File: src/rtl/hdlc_rx_assembler.sv
module hdlc_rx_assembler #(
  parameter int MAX_LEN = 300,
  parameter int POOL    = 32,
  parameter int DW      = 8,
  parameter int CW      = $clog2(POOL)
) (
  input  logic          clk,
  input  logic          rst_n,
  input  logic          status_fmt,
  input  logic          evt_valid,
  output logic          evt_ready,
  input  logic [1:0]    evt_kind,
  input  logic [3:0]    evt_status,
  input  logic [CW-1:0] evt_count,
  output logic          fifo_rd,
  input  logic [DW-1:0] fifo_dout,
  output logic          rmc,
  output logic          out_valid,
  input  logic          out_ready,
  output logic [DW-1:0] out_data,
  output logic          out_last
);
  localparam int IW = $clog2(MAX_LEN + POOL + 1);
  localparam int AW = $clog2(MAX_LEN);

  typedef enum logic [1:0] {S_IDLE, S_DRAIN, S_ACK, S_SEND} st_t;
  st_t st;

  logic [DW-1:0] mem [MAX_LEN];
  logic [IW-1:0] wr_idx, rd_idx, left, len_q;
  logic          dlv, strip;

  wire is_pf = evt_kind == 2'd0;
  wire is_me = evt_kind == 2'd1;
  wire is_ov = evt_kind[1];
  wire stat_ok = status_fmt ? (evt_status == 4'b1010) : (evt_status[2:0] == 3'b010);
  wire [IW-1:0] res_n = (evt_count == '0) ? IW'(POOL) : IW'(evt_count);
  wire [IW-1:0] need  = is_pf ? IW'(POOL) : res_n;
  wire fits    = (wr_idx + need) < IW'(MAX_LEN);
  wire do_read = (is_pf || (is_me && stat_ok)) && fits;
  wire [IW-1:0] final_len = wr_idx - IW'(strip);

  assign evt_ready = st == S_IDLE;
  assign fifo_rd   = st == S_DRAIN;
  assign rmc       = st == S_ACK;
  assign out_valid = st == S_SEND;
  assign out_last  = out_valid && (rd_idx == len_q - IW'(1));
  assign out_data  = mem[rd_idx[AW-1:0]];

  always_ff @(posedge clk)
    if (fifo_rd) mem[wr_idx[AW-1:0]] <= fifo_dout;

  always_ff @(posedge clk) begin
    if (!rst_n) begin
      st     <= S_IDLE;
      wr_idx <= '0;
      rd_idx <= '0;
      left   <= '0;
      len_q  <= '0;
      dlv    <= 1'b0;
      strip  <= 1'b0;
    end else begin
      case (st)
        S_IDLE: if (evt_valid) begin
          dlv   <= is_me && do_read;
          strip <= status_fmt;
          if (do_read) begin
            left <= need;
            st   <= S_DRAIN;
          end else begin
            if (!is_ov) wr_idx <= '0;
            st <= S_ACK;
          end
        end
        S_DRAIN: begin
          wr_idx <= wr_idx + IW'(1);
          left   <= left - IW'(1);
          if (left == IW'(1)) st <= S_ACK;
        end
        S_ACK: begin
          dlv <= 1'b0;
          st  <= S_IDLE;
          if (dlv) begin
            len_q  <= final_len;
            rd_idx <= '0;
            wr_idx <= '0;
            if (wr_idx > IW'(strip)) st <= S_SEND;
          end
        end
        S_SEND: if (out_ready) begin
          rd_idx <= rd_idx + IW'(1);
          if (out_last) st <= S_IDLE;
        end
        default: st <= S_IDLE;
      endcase
    end
  end


  rmc_after_drain_chk: assert property (@(posedge clk) disable iff (!rst_n)
    $fell(fifo_rd) |-> rmc);

  rmc_pulse_chk: assert property (@(posedge clk) disable iff (!rst_n)
    rmc |=> !rmc);

  out_hold_chk: assert property (@(posedge clk) disable iff (!rst_n)
    (out_valid && !out_ready) |=> (out_valid && $stable(out_data) && $stable(out_last)));

  last_needs_valid_chk: assert property (@(posedge clk) disable iff (!rst_n)
    out_last |-> out_valid);

  busy_not_ready_chk: assert property (@(posedge clk) disable iff (!rst_n)
    (fifo_rd || rmc || out_valid) |-> !evt_ready);

  idx_bound_chk: assert property (@(posedge clk) disable iff (!rst_n)
    wr_idx < IW'(MAX_LEN));
endmodule

File: config.mk
export PLATFORM = sky130hd
export DESIGN_NAME = hdlc_rx_assembler
export DESIGN_NICKNAME = d
export VERILOG_FILES = /design/src/rtl/hdlc_rx_assembler.sv
export SDC_FILE = /design/constraint.sdc
export NUM_CORES = 2
export LEC_CHECK = 0
export ABC_CLOCK_PERIOD_IN_PS = 3200
export BUFFER_PORTS_ARGS = -buffer_cell sky130_fd_sc_hd__buf_4
export CELL_PAD_IN_SITES_DETAIL_PLACEMENT = 0
export CELL_PAD_IN_SITES_GLOBAL_PLACEMENT = 1
export CORE_AREA = 5 5 626 628
export CTS_CLUSTER_DIAMETER = 100
export DETAILED_ROUTE_END_ITERATION = 8
export DIE_AREA = 0 0 631 633
export PLACE_DENSITY_LB_ADDON = 0.1
export SYNTH_ARGS = -nofsm -noshare
export SYNTH_HDL_FRONTEND = slang
export SYNTH_SLANG_ARGS = --single-unit
File: constraint.sdc
create_clock -name clk -period 3.2 [get_ports clk]
set_input_delay 0.32 -clock clk [delete_from_list [all_inputs] [get_ports clk]]
set_output_delay 0.32 -clock clk [all_outputs]
set_load 0.02 [all_outputs]
After elaboration in Yosys (flattened, before gate mapping)
Memory sizes are Yosys's and may differ from the RTL's. A register that Yosys moved wholly into a read port is not among the register bits. Index checks and enable logic that the tools add are counted. W data, S select, Z words.

RAM bits: 2400. Output and inout port bits: 13. Register bits: 40. Memories: 1. Bits of input ports: 24. Word-level logic and storage cells: 78.

Order comparisons: 2. Equal/unequal tests: 16. Mux-type cells: 27. $add $sub $neg: 6. Reduce and logical (&&, ||, !) cells: 19.

Memory list: mem (depth 300, width 8, rd ports 1, clocked after Yosys merged registers in 1, wr ports 1, RTL line 29) `logic [DW-1:0] mem [MAX_LEN];`.

Operators with widths (number): $mux W9 (9); $pmux W9 S2 (2); $pmux W9 S3 (1); $add A9 B1 Y9 const B (2); $sub A9 B1 Y9 const B (2); $mux W2 (7); $mux W6 (2); $ne A2 B1 Y1 const B (5); $add A9 B6 Y9 (1); $eq A9 B1 Y1 const B (1); $eq A9 B9 Y1 (1); $gt A9 B1 Y1 (1); $lt A9 B9 Y1 const B (1); $sub A9 B1 Y9 (1); $pmux W2 S4 (1); $ne A2 B2 Y1 const B (3); $reduce_and A2 Y1 (3); $reduce_and A3 Y1 (2); $reduce_bool A2 Y1 (3); $logic_not A5 Y1 (1); $reduce_and A5 Y1 (1); $eq A2 B1 Y1 const B (2); $eq A2 B2 Y1 const B (2); $eq A4 B4 Y1 const B (1); other kinds (8) (15).

Logic depth before layout (Yosys ltp)
Word-level depth: 9. Depth in mapped cells: 14. Gate-level depth less buffers: 11.

Worst setup path before layout
Ideal clock, no wire load.

Kind: reg2out. Start point: register with a tool-made name. End point: output port out_data[5]. Arrival time: 2728 ps. Stages on the path, launching flop included: 12. Path buffers: 5. Required time: 2880 ps. Path slack: 152 ps. Cell sequence: dfxtp_1 -> buf_6 -> buf_6 -> buf_6 -> buf_2 -> buf_4 -> mux4_2 -> a221oi_1 -> o32a_1 -> nor2_1 -> o21ai_0 -> nand4_1.

RTL lines: end, declared (RTL line 20) `output logic [DW-1:0] out_data,`.

==> run_results.csv <==
group,metric,value,unit
timing,maxSlewViolCount,0,
yosys,synth_xor_xnor_area_share,0.256,%
cts,clkLatencyLatePin,0.89,ns
cts,htreeDepth,5,
cts,clkTransAtPathRegs,0.06,ns
timing,tns,-11.31,ns
yosys,synthMuxAreaShare,15.2,%
yosys,synth.most_common_cell,"edfxtp_1",
cts,cts-root-buf,"clkbuf_16",
floorplan,ios,37,
place,place_inst,10513,
floorplan,core_region_area,385000,um^2
yosys,netlist_top_cells_count,"edfxtp_1, mux4_2, nor2_1",
finish,fin_cells,11176,
yosys,synth_nets,4737,
power_and_ir_drop,ir_worst_vdd,359,uV
yosys,synth_area_leaders,"edfxtp_1, mux4_2, mux2i_1",
global_route,gr-total-overflow,0,
floorplan,die_x,631,um
power_and_ir_drop,leakage,38.7,nW
yosys,synth_edf_count,2400,
yosys,synth-simple-area-share,3.21,%
route,detail-route-antenna-nets,0,
hold_path,worstHoldPathCells,5,
timing,fin_crit,4.74,ns
hold_path,min_path_type,"input port to flip-flop",
yosys,ys_seq_elements,2449,
global_route,grtUsageTotal,16.8,%
yosys,syn-instance-count,4698,
worst_setup_path,critical_path_class,"flip-flop to output port",
yosys,ys_types,75,
route,wirelength,343000,um
worst_setup_path,cp-end-kind,"output port",
cts,cts.sinks,2449,
worst_setup_path,critPathLaunchType,"flip-flop",
cts,clk_path_buf_depth,4,
yosys,yosysSeqAreaShare,76.2,%
yosys,yosys_warnings,0,
run_status,violations,"setup timing",
worst_setup_path,cpMostUsedCell,"buf_12",
cts,numCtsBuffers,296,
global_route,antenna_found_initial,38,
timing,setup_viol,9,
route,wl_met3,14700,um
global_route,grt_pass1_vias,54168,
timing,skew,0.0334,ns
worst_setup_path,crit_arrival,4.42,ns
yosys,synth_top_family_by_area,"multiplexers",
worst_setup_path,slowest_stage,"mux4_2",
route,wl_met1,160000,um
power_and_ir_drop,power_density,575,nW/um^2
timing,min_period_over_period,148,%
route,drtPass1Iterations,6,
flow_run,maxCapViolCount,0,
route,routed.top_layer,"met4",
place,dp_hpwl,228000,um
worst_setup_path,reg2reg_depth,8,
finish,nNetsFinal,5923,
finish,drive_gt1_share,37.1,%
run_status,status,"complete, but fails checks",
place,io_buffers,36,
route,met2WireLength,162000,um
yosys,synth_top_area_cell,"edfxtp_1",
finish,areaGrowthSynthToFinish,27.5,%
timing,whs,0.120,ns
global_route,grt_max_degree,97,
floorplan,die-area,399000,um^2
yosys,async_flop_share,0,%
yosys,synth_area,95900,um^2
worst_setup_path,crit_chain,"buf_12, buf_12, buf_16, buf_12, mux4_2, a22oi_2, buf_4, nand4_1, a311o_1, a2111oi_4, buf_4, a221oi_4, buf_6",
cts,tritoncts,"built",
yosys,synth_compound_area_share,3.36,%
yosys,synth_fa_ha_area_share,0.196,%
timing,slew_headroom,23.3,%
timing,hold_viol,0,
route,drc,0,
global_route,grt_pass1_wl,469000,um
timing,worst_slew_pin_slew,1.15,ns
route,wire_per_inst,30.7,um
place,gp_congestion,0.757,
timing,layout_setup_ws,-1.54,ns
timing,rsz0062_at_grt,"true",
floorplan,std_cell_rows,228,
worst_setup_path,cp_max_fo,7,
route,num_vias,51552,
worst_setup_path,worstPathRequired,2.88,ns
floorplan,die_h,633,um
floorplan,start_util,24.9,%
timing,timing.fmax,211,MHz
worst_setup_path,slowest_delay,0.53,ns
yosys,synth_top_area_share,75.2,%
route,drtIter0Drc,4502,
route,viasPerCell,4.61,
yosys,synth_top_flop_cell,"edfxtp_1",
yosys,syn_avg_cell_area,20.4,um^2
[power by group]
group	switching (mW)	internal (mW)	total [mW]
clock network	13.6	19.1	32.7
registers	0.0333	35.2	35.3
logic	1.40	0.879	2.28
[worst paths after layout]
check                        startpoint                    to  slack, ns
hold / removal             evt_count[2]  left[2]$_SDFFE_PN0P_       0.12
setup reg to reg  len_q[3]$_SDFFE_PN0P_    st[1]$_SDFFE_PN0P_       0.42
hold reg to reg    left[5]$_SDFFE_PN0P_  left[5]$_SDFFE_PN0P_       0.51
setup / recovery              flip-flop           out_data[7]      -1.54
[cells in the final DEF, fill, tap and decap left out, drive strengths merged, types with 9 or more instances in the layout]
| cell | count |
|---|---|
| nor2b | 16 |
| nor4 | 10 |
| dlygate4sd3 | 18 |
| nand2 | 96 |
| inv | 39 |
| a22oi | 82 |
| o221ai | 29 |
| a31oi | 16 |
| or4 | 9 |
| nor2 | 393 |
| or3 | 15 |
| clkinv | 102 |
| nand3 | 48 |
| diode | 9 |
| o22ai | 49 |
| clkbuf | 380 |
| mux2i | 183 |
| ha | 15 |
| mux4 | 562 |
| buf | 1137 |
| xnor2 | 12 |
| o211ai | 15 |
| nand4 | 18 |
| xor2 | 16 |
| edfxtp | 2400 |
| dfxtp | 49 |
| o21ai | 49 |
| a211oi | 20 |
| bufinv | 21 |
| a221oi | 30 |
| a21oi | 81 |
| and2 | 17 |
| nor3 | 44 |
| a22o | 28 |
| nand2b | 15 |
[through the flow]
stage | cell area (um^2) | worst slack [ns] | util [%] | power (mW)
floorplan | 95900 | 0.152 | - | 36.7
global placement | 110000 | -1.84 | 28.6 | 38.1
detailed placement | 110000 | -1.77 | 28.6 | 38.1
CTS | 122000 | -1.72 | 31.6 | 71.4
global route | 122000 | -1.67 | 31.8 | 72.9
finish | 122000 | -1.54 | 31.8 | 70.3
[kinds of logic after synthesis]
family / after synthesis
flops: 2449
fa+ha+maj: 15
xor+xnor: 28
mux: 752
simple gates: 701
buf+inv: 296
compound gates: 457
[worst max-delay path: cells and delay by family, from the launching register on]
kind	cells	cell delay, ns
buf+inv	7	1.11
flops	1	0.37
mux	1	0.53
simple gates	1	0.27
compound gates	4	1.22
[layout make-up]
class                   instances  area [um^2]
fillers                     37010       263000
flip-flops and latches       2449        73100
multi-input cells            1953        22200
repair buffers               1164        11300
clock buffers                 376         7830
well taps                    5060         6330
clock inverters               145         1430
inverters                      20         81.3
diodes                          9         22.5
[sequential cells by signal (all words and copies together), names as in the netlist, named ones only]
name	count
mem	2400
left	9
len_q	9
rd_idx	9
wr_idx	9
st	2
dlv	1
strip	1
[routing by layer]
layer | vias up | track usage, %
met2 | 1166 | 27.5
met4 | 0 | 2.99
met1 | 28073 | 24.1
li1 | 21982 | -
met3 | 331 | 2.38
met5 | - | 0
[what timing repair did]
action	in CTS	in global routing
setup endpoints to repair	9	9
cloned	11	3
buffers inserted	79	31
gates resized for setup	215	49
hold buffers	18	0
hold endpoints to repair	317	0
pin swaps	32	29
No activity file was read; power rests on OpenSTA's default activity.
